## src/rtl/llsc_pkg.sv

```systemverilog
package llsc_pkg;
  typedef enum logic [2:0] {
    REQ_LOAD  = 3'd0,
    REQ_STORE = 3'd1,
    REQ_FETCH = 3'd2,
    REQ_LL    = 3'd3,
    REQ_SC    = 3'd4
  } req_kind_t;

  typedef enum logic [1:0] {
    OUT_READ   = 2'd0,
    OUT_WRITE  = 2'd1,
    OUT_ATOMIC = 2'd2,
    OUT_FETCH  = 2'd3
  } out_kind_t;
endpackage

```

## src/rtl/llsc_resv.sv

```systemverilog
module llsc_resv #(
  parameter int TAG_W = 12,
  parameter int ID_W  = 2
) (
  input  logic             clk,
  input  logic             rst_n,
  input  logic             set_en,
  input  logic [TAG_W-1:0] set_tag,
  input  logic [ID_W-1:0]  set_id,
  input  logic             inv_en,
  input  logic [TAG_W-1:0] inv_tag,
  input  logic             consume_en,
  output logic             rv_valid,
  output logic [TAG_W-1:0] rv_tag,
  output logic [ID_W-1:0]  rv_id
);
  logic             nxt_valid;
  logic [TAG_W-1:0] nxt_tag;
  logic [ID_W-1:0]  nxt_id;

  always_comb begin
    nxt_valid = rv_valid;
    nxt_tag   = rv_tag;
    nxt_id    = rv_id;
    if (consume_en) nxt_valid = 1'b0;
    if (inv_en && (inv_tag == rv_tag)) nxt_valid = 1'b0;
    if (set_en) begin
      nxt_valid = 1'b1;
      nxt_tag   = set_tag;
      nxt_id    = set_id;
    end
  end

  always_ff @(posedge clk) begin
    if (!rst_n) begin
      rv_valid <= 1'b0;
      rv_tag   <= '0;
      rv_id    <= '0;
    end else begin
      rv_valid <= nxt_valid;
      rv_tag   <= nxt_tag;
      rv_id    <= nxt_id;
    end
  end

  AST_LL_SETS: assert property (@(posedge clk) disable iff (!rst_n)
    set_en |=> rv_valid && rv_tag == $past(set_tag) && rv_id == $past(set_id));
  AST_SC_CLEARS: assert property (@(posedge clk) disable iff (!rst_n)
    consume_en && !set_en |=> !rv_valid);
  AST_INV_CLEARS: assert property (@(posedge clk) disable iff (!rst_n)
    inv_en && rv_valid && inv_tag == rv_tag && !set_en |=> !rv_valid);
endmodule

```

## src/rtl/llsc_check.sv

```systemverilog
module llsc_check
  import llsc_pkg::*;
#(
  parameter int TAG_W = 12,
  parameter int ID_W  = 2
) (
  input  logic [2:0]       kind,
  input  logic [TAG_W-1:0] tag,
  input  logic [ID_W-1:0]  id,
  input  logic             rv_valid,
  input  logic [TAG_W-1:0] rv_tag,
  input  logic [ID_W-1:0]  rv_id,
  output logic [1:0]       out_kind,
  output logic             is_sc,
  output logic             sc_hit
);
  req_kind_t k;
  out_kind_t ok;

  always_comb begin
    k = req_kind_t'(kind);
    unique case (k)
      REQ_STORE:      ok = OUT_WRITE;
      REQ_FETCH:      ok = OUT_FETCH;
      REQ_LL, REQ_SC: ok = OUT_ATOMIC;
      default:        ok = OUT_READ;
    endcase
    out_kind = ok;
    is_sc    = (k == REQ_SC);
    sc_hit   = rv_valid && (rv_tag == tag) && (rv_id == id);
  end
endmodule

```

## src/rtl/llsc_out_stage.sv

```systemverilog
module llsc_out_stage #(
  parameter int ADDR_W = 16,
  parameter int ID_W   = 2
) (
  input  logic              clk,
  input  logic              rst_n,
  input  logic              accept,
  input  logic              drop,
  input  logic [1:0]        in_kind,
  input  logic [ADDR_W-1:0] in_addr,
  input  logic [ID_W-1:0]   in_id,
  input  logic              iss_ready,
  output logic              iss_valid,
  output logic [1:0]        iss_kind,
  output logic [ADDR_W-1:0] iss_addr,
  output logic [ID_W-1:0]   iss_id,
  output logic              sts_valid,
  output logic              sts_fail
);
  always_ff @(posedge clk) begin
    if (!rst_n) begin
      iss_valid <= 1'b0;
      iss_kind  <= '0;
      iss_addr  <= '0;
      iss_id    <= '0;
      sts_valid <= 1'b0;
      sts_fail  <= 1'b0;
    end else begin
      sts_valid <= accept;
      sts_fail  <= accept && drop;
      if (accept) begin
        iss_valid <= !drop;
        iss_kind  <= in_kind;
        iss_addr  <= in_addr;
        iss_id    <= in_id;
      end else if (iss_ready) begin
        iss_valid <= 1'b0;
      end
    end
  end

  AST_HOLD_STALLED: assert property (@(posedge clk) disable iff (!rst_n)
    iss_valid && !iss_ready |=> iss_valid && $stable(iss_addr) && $stable(iss_kind) && $stable(iss_id));
  AST_FAIL_SILENT: assert property (@(posedge clk) disable iff (!rst_n)
    sts_valid && sts_fail |-> !iss_valid);
  AST_ONE_STATUS: assert property (@(posedge clk) disable iff (!rst_n)
    accept |=> sts_valid);
endmodule

```

## src/rtl/llsc_monitor.sv

```systemverilog
module llsc_monitor
  import llsc_pkg::*;
#(
  parameter int ADDR_W = 16,
  parameter int OFS_W  = 4,
  parameter int ID_W   = 2
) (
  input  logic              clk,
  input  logic              rst_n,
  input  logic              req_valid,
  output logic              req_ready,
  input  logic [2:0]        req_kind,
  input  logic [ADDR_W-1:0] req_addr,
  input  logic [ID_W-1:0]   req_id,
  output logic              iss_valid,
  input  logic              iss_ready,
  output logic [1:0]        iss_kind,
  output logic [ADDR_W-1:0] iss_addr,
  output logic [ID_W-1:0]   iss_id,
  output logic              sts_valid,
  output logic              sts_fail,
  input  logic              cpl_valid,
  input  logic [2:0]        cpl_kind,
  input  logic [ADDR_W-1:0] cpl_addr,
  input  logic [ID_W-1:0]   cpl_id,
  input  logic              inv_valid,
  input  logic [ADDR_W-1:0] inv_addr
);
  localparam int TAG_W = ADDR_W - OFS_W;

  logic             accept;
  logic             ll_done;
  logic             rv_valid;
  logic [TAG_W-1:0] rv_tag;
  logic [ID_W-1:0]  rv_id;
  logic [1:0]       map_kind;
  logic             is_sc;
  logic             sc_hit;
  logic             sc_drop;
  logic             sc_take;

  assign req_ready = !iss_valid || iss_ready;
  assign accept    = req_valid && req_ready;
  assign ll_done   = cpl_valid && (cpl_kind == REQ_LL);
  assign sc_drop   = is_sc && !sc_hit;
  assign sc_take   = accept && is_sc && sc_hit;

  llsc_check #(.TAG_W(TAG_W), .ID_W(ID_W)) u_check (
    .kind     (req_kind),
    .tag      (req_addr[ADDR_W-1:OFS_W]),
    .id       (req_id),
    .rv_valid (rv_valid),
    .rv_tag   (rv_tag),
    .rv_id    (rv_id),
    .out_kind (map_kind),
    .is_sc    (is_sc),
    .sc_hit   (sc_hit)
  );

  llsc_resv #(.TAG_W(TAG_W), .ID_W(ID_W)) u_resv (
    .clk        (clk),
    .rst_n      (rst_n),
    .set_en     (ll_done),
    .set_tag    (cpl_addr[ADDR_W-1:OFS_W]),
    .set_id     (cpl_id),
    .inv_en     (inv_valid),
    .inv_tag    (inv_addr[ADDR_W-1:OFS_W]),
    .consume_en (sc_take),
    .rv_valid   (rv_valid),
    .rv_tag     (rv_tag),
    .rv_id      (rv_id)
  );

  llsc_out_stage #(.ADDR_W(ADDR_W), .ID_W(ID_W)) u_out (
    .clk       (clk),
    .rst_n     (rst_n),
    .accept    (accept),
    .drop      (sc_drop),
    .in_kind   (map_kind),
    .in_addr   (req_addr),
    .in_id     (req_id),
    .iss_ready (iss_ready),
    .iss_valid (iss_valid),
    .iss_kind  (iss_kind),
    .iss_addr  (iss_addr),
    .iss_id    (iss_id),
    .sts_valid (sts_valid),
    .sts_fail  (sts_fail)
  );

  AST_SC_MISS_FAILS: assert property (@(posedge clk) disable iff (!rst_n)
    accept && req_kind == REQ_SC &&
    !(rv_valid && rv_tag == req_addr[ADDR_W-1:OFS_W] && rv_id == req_id)
    |=> sts_valid && sts_fail);
  AST_NO_ACCEPT_STALLED: assert property (@(posedge clk) disable iff (!rst_n)
    iss_valid && !iss_ready |-> !req_ready);
endmodule

```

## config.mk

```make
export PLATFORM = sky130hd
export DESIGN_NAME = llsc_monitor
export DESIGN_NICKNAME = d
export VERILOG_FILES = /design/src/rtl/llsc_pkg.sv /design/src/rtl/llsc_resv.sv /design/src/rtl/llsc_check.sv /design/src/rtl/llsc_out_stage.sv /design/src/rtl/llsc_monitor.sv
export SDC_FILE = /design/constraint.sdc
export NUM_CORES = 1
export LEC_CHECK = 0
export ABC_CLOCK_PERIOD_IN_PS = 1400
export BUFFER_PORTS_ARGS = -buffer_cell sky130_fd_sc_hd__buf_2
export CORE_MARGIN = 8
export CORE_UTILIZATION = 28
export CTS_BUF_LIST = sky130_fd_sc_hd__clkbuf_8
export DETAILED_ROUTE_END_ITERATION = 10
export PLACE_DENSITY = 0.51
export SYNTH_ARGS = -nofsm -noshare
export SYNTH_HDL_FRONTEND = slang
export SYNTH_HIERARCHICAL = 1
export SYNTH_SLANG_ARGS = --single-unit
```

## constraint.sdc

```tcl
create_clock -name clk -period 1.4 [get_ports clk]
set_clock_uncertainty 0.05 [all_clocks]
set_input_delay 0.07 -clock clk [delete_from_list [all_inputs] [get_ports clk]]
set_output_delay 0.07 -clock clk [all_outputs]
set_load 0.01 [all_outputs]
```

=== Word level (Yosys, flattened, before mapping) ===
Cells that the tools add are included.

* Word-level logic and storage cells: 39
* Register bits: 38
* Output and inout port bits: 24

* Equal/unequal tests: 8
* Mux-type cells: 6
* Reductions and logical operators: 16

{| class="wikitable"
|+ Operators by type and width
! operator !! count
|-
| $eq 12x12->1 || 2
|-
| $eq 3x2->1 const B || 3
|-
| $logic_and 1x1->1 || 9
|-
| $pmux 2 s3 || 1
|-
| $mux 1 || 5
|-
| $eq 3x1->1 const B || 1
|-
| $eq 3x3->1 const B || 1
|-
| $logic_not 1->1 || 3
|-
| $reduce_bool 3->1 || 1
|-
| $eq 2x2->1 || 1
|-
| $reduce_bool 2->1 || 1
|-
| $reduce_or 2->1 || 1
|-
| $logic_or 1x1->1 || 1
|}

=== Depth between registers and ports, before layout ===
Gate-level depths: netlist of the first run.

* Depth after elaboration: 8
* Depth in mapped cells: 7

=== By module ===
Netlist of the first run, hierarchy kept.

{| class="wikitable"
|+ By module, submodules not included
! module !! cells an instance !! instances !! area each (µm²) !! sequential area each (µm²)
|-
| llsc_out_stage || 73 || 1 || 888.4 || 460.4
|-
| llsc_resv || 65 || 1 || 726.9 || 300.3
|-
| llsc_check || 24 || 1 || 187.7 || 0.0
|-
| llsc_monitor || 5 || 1 || 48.8 || 0.0
|}

=== Worst setup path after synthesis of the first run ===
No wires, ideal clock.

* Path type: register to register
* Start: register u_resv.rv_tag[6]
* End: register u_resv.rv_valid
* Slack: -0.085 ns
* Arrival: 1.308 ns
* Stages on the path, launching flop included: 8
* Library setup time: 0.127 ns
* Buffers on the path: 0
* Cells stage by stage: dfxtp_1 xnor2_1 nand4_1 nor4_2 and4_4 nor2b_1 o21ai_0 a21oi_1

* Word-level cells in the longest chain between the ends: 5
* Elaborated cells on any way between the ends: 9
* Classes of those cells: 2 x eq/ne; 2 x mux; 5 x reduce/logical

{| class="wikitable"
|+ Ends and longest elaborated chain
! item !! line !! text
|-
| from (decl) || llsc_resv.sv:14 || <nowiki>output logic [TAG_W-1:0] rv_tag,</nowiki>
|-
| from (signal assigned) || llsc_resv.sv:41 || <nowiki>rv_tag <= nxt_tag;</nowiki>
|-
| $eq 12x12->1 || llsc_check.sv:30 || <nowiki>sc_hit = rv_valid && (rv_tag == tag) && (rv_id == id);</nowiki>
|-
| $logic_and 1x1->1 (2 in series) || llsc_check.sv:30 ||
|-
| net sc_hit || llsc_monitor.sv:38 || <nowiki>logic sc_hit;</nowiki>
|-
| $logic_and 1x1->1 || llsc_monitor.sv:46 || <nowiki>assign sc_take = accept && is_sc && sc_hit;</nowiki>
|-
| net sc_take || llsc_monitor.sv:40 || <nowiki>logic sc_take;</nowiki>
|-
| $reduce_bool 3->1 (no line) || n/a ||
|-
| to (signal assigned) || llsc_resv.sv:40 || <nowiki>rv_valid <= nxt_valid;</nowiki>
|-
| to (decl) || llsc_resv.sv:13 || <nowiki>output logic rv_valid,</nowiki>
|}

The timed path passes the listed nets, and every way through them passes these cells.
A chain may end at the register's enable or synchronous reset.

=== Worst setup path after layout of the first run ===
* Start: register u_resv.rv_tag[9]
* End: register u_resv.rv_valid

Same word-level chain as after synthesis.

==> metrics, run 1 <==
power per cell area 992 nW/um2; Num CTS Buffers 5; Initial Utilization a little under 30%; slowest stage delay, CP 0.36 ns; Post-DRT Antenna Nets 0; # IOs 88; row cnt 29; R2R Setup Slk -0.16 ns; clk_lat worst skew 0.29 ns; Async SR Flop Fraction 0%; first-pass GRT wire length ~8100 um; Post-CTS Repair Setup Buffers 0; part of the cycle the worst path needs 112%; TritonCTS clock tree built; Worst-path clk slew 0.08 ns; DRC Markers 0; initial antenna violation count 0; Fill cells 644; vias in the first global route 1662; post-synth top area cell dfxtp_1; layout cells sized above 1 48.6%; Cells after Synth 167; FF-to-FF End u_resv/rv_valid$_SDFFE_PN0P_; drt via density between 4 and 5; Synth cell types 28; clk sinks 38; setup ws final -0.163 ns; Post-synth EDFFs 0; Lkg Pwr 1.25 nW; Hold Path Class in2reg; Finished Cell Area 2790 um2; combined area of all synthesized cells 1850 um2; DR iter-0 viols 52; WHS Endpoint u_resv/rv_tag[3]$_SDFFE_PN0P_; DR vias approximately 1500; Root Buffer clkbuf_8; status finished with violations; Layout Utilization 43.7%; Max H-tree Level 2; hold_ws 0.00314 ns; Sw Pwr 0.000619 W; Synth Warn # 6; max_cap viols 0; WP data required roughly 1.5 ns; Comb pwr share 16.2%; post-DR wirelength/cell 14.3 um; CP Max Fanout 2; Slew Limit Fails 0; Final nets 341; Internal 0.00215 W; Synth Flop Type dfxtp_1; worst reg2reg path depth 7; RePlAce Congestion 0.749; Slew headroom 61.0%; Slew @ Worst Pin about 0.59 ns; Startpoint Class flop; antenna cells 0; Die H a little under 100 um; Reg-to-Reg Start u_resv/rv_tag[9]$_SDFFE_PN0P_; Pwr Total 0.00277 W; Yosys top cell area share 41.1%; VDD IR max 0.454 mV; Worst Min Path Start cpl_addr[7]; CP cell instances xnor2_2 > nand4_1 > nor4_4 > and4_4 > nor2b_1 > o21ai_1 > a21oi_2; flop and latch count out of synthesis 38; violated checks negative setup slack; post-synthesis sequential area ratio about 41%; port bufs 79; Core Area 6390 um2; Total Routing Usage GR 10.6%; die footprint approximately 9500 um2; critical path capture point type flop; largest net degree at the start of global routing 39; total grt overflow 0; final wirelength 5080 um; multi-input logic area 1070 um2; Placed Area 2420 um2; Clock Tree Buf Depth 2; Die X slightly below 100 um; switching part of the total 22.4%; unrepaired setup endpoints after global routing yes; Cells on Worst Hold Path 3; Setup-failing EPs final 3; syn_area_per_cell 11.1 um2; DP Wirelength 4010 um; Final min period 1.56 ns; Max Fclk ~0.64 GHz; Mapped Nets roughly 230; final hold violation count 0; Synth area leaders dfxtp_1, mux2i_1, nor2b_1; CP max-delay cell dfxtp_2; Layout area overhead 50.6%; Crit Path Category reg2reg; CP arrival 1.68 ns; Clock power frac a little over two fifths; register area roughly 780 um2; drt pass-1 iters 4; Seq pwr share about two fifths
-- layer usage --
metal / vias to the layer above / routed length [um] / global-route usage (%)
met5: - / 0 / 0
met4: 0 / 59 / 3.85
met3: 4 / 286 / 4.05
met2: 42 / 2470 / 17.6
met1: 658 / 2260 / 12.0
li1: 781 / - / -
-- worst max path at each step --
stage / start / to / slack (ns) / cells past startpoint
2_1_floorplan: u_resv/rv_tag[8]$_SDFFE_PN0P_ / u_resv/rv_valid$_SDFFE_PN0P_ / -0.02 / 7
3_3_place_gp: u_resv/rv_tag[9]$_SDFFE_PN0P_ / u_resv/rv_valid$_SDFFE_PN0P_ / -0.14 / 7
3_5_place_dp: u_resv/rv_tag[9]$_SDFFE_PN0P_ / u_resv/rv_valid$_SDFFE_PN0P_ / -0.16 / 7
4_1_cts: u_resv/rv_tag[7]$_SDFFE_PN0P_ / u_resv/rv_valid$_SDFFE_PN0P_ / -0.14 / 7
5_1_grt: u_resv/rv_tag[3]$_SDFFE_PN0P_ / u_resv/rv_valid$_SDFFE_PN0P_ / -0.27 / 7
6_report: u_resv/rv_tag[9]$_SDFFE_PN0P_ / u_resv/rv_valid$_SDFFE_PN0P_ / -0.16 / 7
-- what timing repair did --
action                     4_1_cts  5_1_grt
hold buffers                    14        0
resized for setup               10        8
setup endpoints to repair        3        3
pin swaps                        5        4
hold endpoints to repair        14        0
-- cell type report --
cell class | count | area share (%)
flip-flops and latches | 38 | 27.8
inverters | 1 | 0.135
well taps | 77 | 3.45
clock buffers | 6 | 2.96
repair buffers | 111 | 24.9
clock inverters | 2 | 2.15
multi-input cells | 120 | 38.5
-- power groups by stage --
stage | sequential, W | combinational [W] | clock, W
3_3_place_gp | 0.00118 | 0.000410 | 0
5_1_grt | 0.00116 | 0.000490 | 0.00124
6_report | 0.00116 | 0.000449 | 0.00116
3_5_place_dp | 0.00118 | 0.000411 | 0
4_1_cts | 0.00116 | 0.000449 | 0.00119
2_1_floorplan | 0.00120 | 0.000210 | 0
-- Yosys cell counts, types with 2 or more instances --
cell type  count
and2_2         2
buf_12         2
buf_6          2
clkbuf_1       3
dfxtp_1       38
mux2i_1       34
nand4_1        5
nor2b_1       36
xnor2_1       23
xor2_1         4
-- state kept, by name (all words and copies together) (netlist names) --
register	count
u_out/sts_fail	1
u_resv/rv_id	2
u_resv/rv_tag	12
u_out/iss_addr	16
u_resv/rv_valid	1
u_out/iss_valid	1
u_out/iss_id	2
u_out/iss_kind	2
u_out/sts_valid	1
-- layout by cell type, fill, tap and decap left out, drive strengths merged, types with 2 or more instances in the layout --
cell type	Yosys	final
dlygate4sd3	0	14
bufinv	0	2
xnor2	23	23
nor4	2	2
buf	5	97
mux2i	34	34
nand4	5	5
nor2b	37	37
clkbuf	3	6
dfxtp	38	38
xor2	4	4
and2	2	2
-- stage by stage --
stage | setup TNS [ns] | setup slack, ns | std cells
2_1_floorplan | -0.0186 | -0.0186 | 167
3_3_place_gp | -0.306 | -0.139 | 333
3_5_place_dp | -0.328 | -0.158 | 333
4_1_cts | -0.206 | -0.138 | 355
5_1_grt | -0.483 | -0.267 | 355
6_report | -0.199 | -0.163 | 355
-- cell families (layout without fill, tap and decap cells) --
group / after synthesis / count (layout) / synth area share (%)
simple gates: 55 / 55 / 21.4
buf+inv: 9 / 120 / 5.00
compound gates: 4 / 4 / 1.35
xor+xnor: 27 / 27 / 12.8
mux: 34 / 34 / 18.4
flops: 38 / 38 / 41.1
-- worst max-delay path, delay by kind of cell, from the launching register on --
family | cells | cell delay [ns]
xor+xnor | 1 | 0.11
simple gates | 4 | 0.73
compound gates | 2 | 0.19
flops | 1 | 0.36
(Power assumes the default switching activity.)
==> run 2, diff against run 1 <==
ABC_CLOCK_PERIOD_IN_PS = 1700   (was 1400)
CTS_CLUSTER_SIZE = 25   (was not set)
PLACE_DENSITY = 0.49   (was 0.51)
clock period = 1.7 ns   (was 1.4 ns; I/O delays follow)
==> metrics, run 2 (synthesized netlist as in run 1, its figures left out) <==
FF-to-FF End u_resv/rv_valid$_SDFFE_PN0P_ (unchanged); Reg with most FFs u_out/iss_addr (unchanged); part of the cycle the worst path needs 92.4% (was 112%); RePlAce Congestion 0.682 (was 0.749); Crit Path Category reg2reg (unchanged); final hold violation count 0 (unchanged); placed cells 326 (was 333); VDD IR max 0.363 mV (was 0.454 mV); Post-DRT Antenna Nets 0 (unchanged); Total Routing Usage GR 10.8% (was 10.6%); Final min period 1.57 ns (was 1.56 ns); Finished Layout Cells 339 (was 355); Die X 97.3 um (unchanged); final wirelength 5080 um (about the same); drt pass-1 iters 4 (unchanged); Pwr Total 0.00192 W (was 0.00277 W); Slew Limit Fails 0 (unchanged); most frequent cells in the layout buf_2, nor2b_1, mux2i_1, dfxtp_1, xnor2_1 (was buf_2, nor2b_1, mux2i_1, dfxtp_1); Lkg Pwr 1.12 nW (was 1.25 nW); Placed Area 2350 um2 (was 2420 um2); TritonCTS clock tree built (unchanged); Largest register FFs 16 (unchanged); Startpoint Class flop (unchanged); Max Fclk 0.637 GHz (was 0.640 GHz); layout cells sized above 1 42.4% (was 48.6%); power per cell area 766 nW/um2 (was 992 nW/um2); Reg-to-Reg Start u_resv/rv_tag[9]$_SDFFE_PN0P_ (unchanged); Sw Pwr 0.000482 W (was 0.000619 W); Slew headroom 71.6% (was 61.0%); port bufs 79 (unchanged); unrepaired setup endpoints after global routing no (was yes); Initial Utilization 29.0% (unchanged); critical path capture point type flop (unchanged); Final nets 325 (was 341); vias in the first global route 1612 (was 1662); Fill cells 691 (was 644); Layout area overhead 35.1% (was 50.6%); CP max-delay cell dfxtp_1 (was dfxtp_2); CP cell instances xnor2_1 > nand4_1 > nor4_4 > and4_4 > nor2b_1 > o21ai_1 > a21oi_1 (was xnor2_2 > nand4_1 > nor4_4 > and4_4 > nor2b_1 > o21ai_1 > a21oi_2); Clock Tree Buf Depth 2 (unchanged); Core Area 6390 um2 (unchanged); Worst-path clk slew 0.07 ns (was 0.08 ns); clk sinks 38 (unchanged); WHS Endpoint u_out/iss_addr[0]$_SDFFE_PN0P_ (was u_resv/rv_tag[3]$_SDFFE_PN0P_); first-pass GRT wire length 8210 um (was 8110 um); CP arrival 1.69 ns (was 1.68 ns); CP Max Fanout 3 (was 2); setup TNS 0 ns (was -0.199 ns); Cells on Worst Hold Path 3 (unchanged); largest net degree at the start of global routing 29 (was 39); Comb pwr share 17.4% (was 16.2%); Slew @ Worst Pin 0.427 ns (was 0.585 ns); Hold Path Class in2reg (unchanged); Seq pwr share 49.8% (was 41.8%); worst reg2reg path depth 7 (unchanged); post-DR wirelength/cell 15.0 um (was 14.3 um); Largest regs u_out/iss_addr: 16 flops, u_resv/rv_tag: 12 flops (unchanged); Setup-failing EPs final 0 (was 3); max_cap viols 0 (unchanged); total grt overflow 0 (unchanged); row cnt 29 (unchanged); slowest stage delay, CP 0.38 ns (was 0.36 ns); status completed (was finished with violations); DP Wirelength 4060 um (was 4010 um); # IOs 88 (unchanged); DR vias 1407 (was 1485); Worst Min Path Start req_addr[0] (was cpl_addr[7]); R2R Setup Slk 0.13 ns (was -0.16 ns); Root Buffer clkbuf_8 (unchanged); Internal 0.00143 W (was 0.00215 W); commonest non-fill, non-tap cell in the layout buf_2 (unchanged); clk_lat worst skew 0.28 ns (was 0.29 ns); antenna cells 0 (unchanged); die footprint 9470 um2 (unchanged); initial antenna violation count 0 (unchanged); Max H-tree Level 2 (unchanged); Finished Cell Area 2500 um2 (was 2790 um2); Clock power frac 32.9% (was 41.9%); Die H 97.3 um (unchanged); DR iter-0 viols 48 (was 52); drt via density 4.15 (was 4.18); WP data required 1.82 ns (was 1.52 ns); Num CTS Buffers 5 (unchanged); Layout Utilization 39.2% (was 43.7%); DRC Markers 0 (unchanged); switching part of the total 25.1% (was 22.4%)
==> run 2: how the worst max path moves through the flow <==
stage	endpoint	cells after the start	start
final	u_resv/rv_valid$_SDFFE_PN0P_	7	u_resv/rv_tag[9]$_SDFFE_PN0P_
after global routing	u_resv/rv_valid$_SDFFE_PN0P_	7	u_resv/rv_id[0]$_SDFFE_PN0P_
after CTS	u_resv/rv_valid$_SDFFE_PN0P_	7	u_resv/rv_tag[11]$_SDFFE_PN0P_
after detailed placement	u_resv/rv_valid$_SDFFE_PN0P_	7	u_resv/rv_tag[10]$_SDFFE_PN0P_
after global placement	u_resv/rv_valid$_SDFFE_PN0P_	7	u_resv/rv_tag[6]$_SDFFE_PN0P_
after floorplan	u_resv/rv_valid$_SDFFE_PN0P_	7	u_resv/rv_tag[6]$_SDFFE_PN0P_
==> run 2: layout make-up <==
class	count	area, um2	share of cell area [%]
flip-flops and latches	38	766	30.6
clock inverters	2	8.76	0.350
multi-input cells	120	1010	40.3
repair buffers	95	538	21.5
well taps	77	96.3	3.85
inverters	1	3.75	0.150
clock buffers	6	82.6	3.30
==> run 2: metal layers <==
layer | track usage, % | vias up | share of wire [%]
met5 | 0 | - | 0
met2 | 16.9 | 45 | 46
met3 | 3.91 | 8 | 6.7
met1 | 13.0 | 609 | 46
li1 | - | 745 | -
met4 | 4.55 | 0 | 1.6
==> run 2: what timing repair did <==
action                     CTS  global route
hold endpoints to repair     4             0
hold buffers                 4             0
gates resized for setup      0             6
buffers inserted             0             1
setup endpoints to repair    0             1
==> run 2: power by group through the flow <==
stage	clock network (W)	logic [W]	registers [W]
after floorplan	0	0.000172	0.000989
after global placement	0	0.000330	0.000972
after detailed placement	0	0.000331	0.000973
after CTS	0.000666	0.000339	0.000954
after global routing	0.000706	0.000366	0.000959
final	0.000630	0.000333	0.000953
==> run 2: through the flow <==
stage          setup slack [ns]  hold slack (ns)
3_5_place_dp             0.0742            0.301
3_3_place_gp              0.105            0.297
5_1_grt                 0.00337          0.00283
2_1_floorplan             0.215            0.163
4_1_cts                  0.0616          0.00130
6_report                  0.129           0.0141
==> run 2: critical path: cells and delay by family (launching register included) <==
family          cells  cell delay [ns]
simple gates        4             0.73
compound gates      2             0.15
flops               1             0.38
xor+xnor            1             0.14
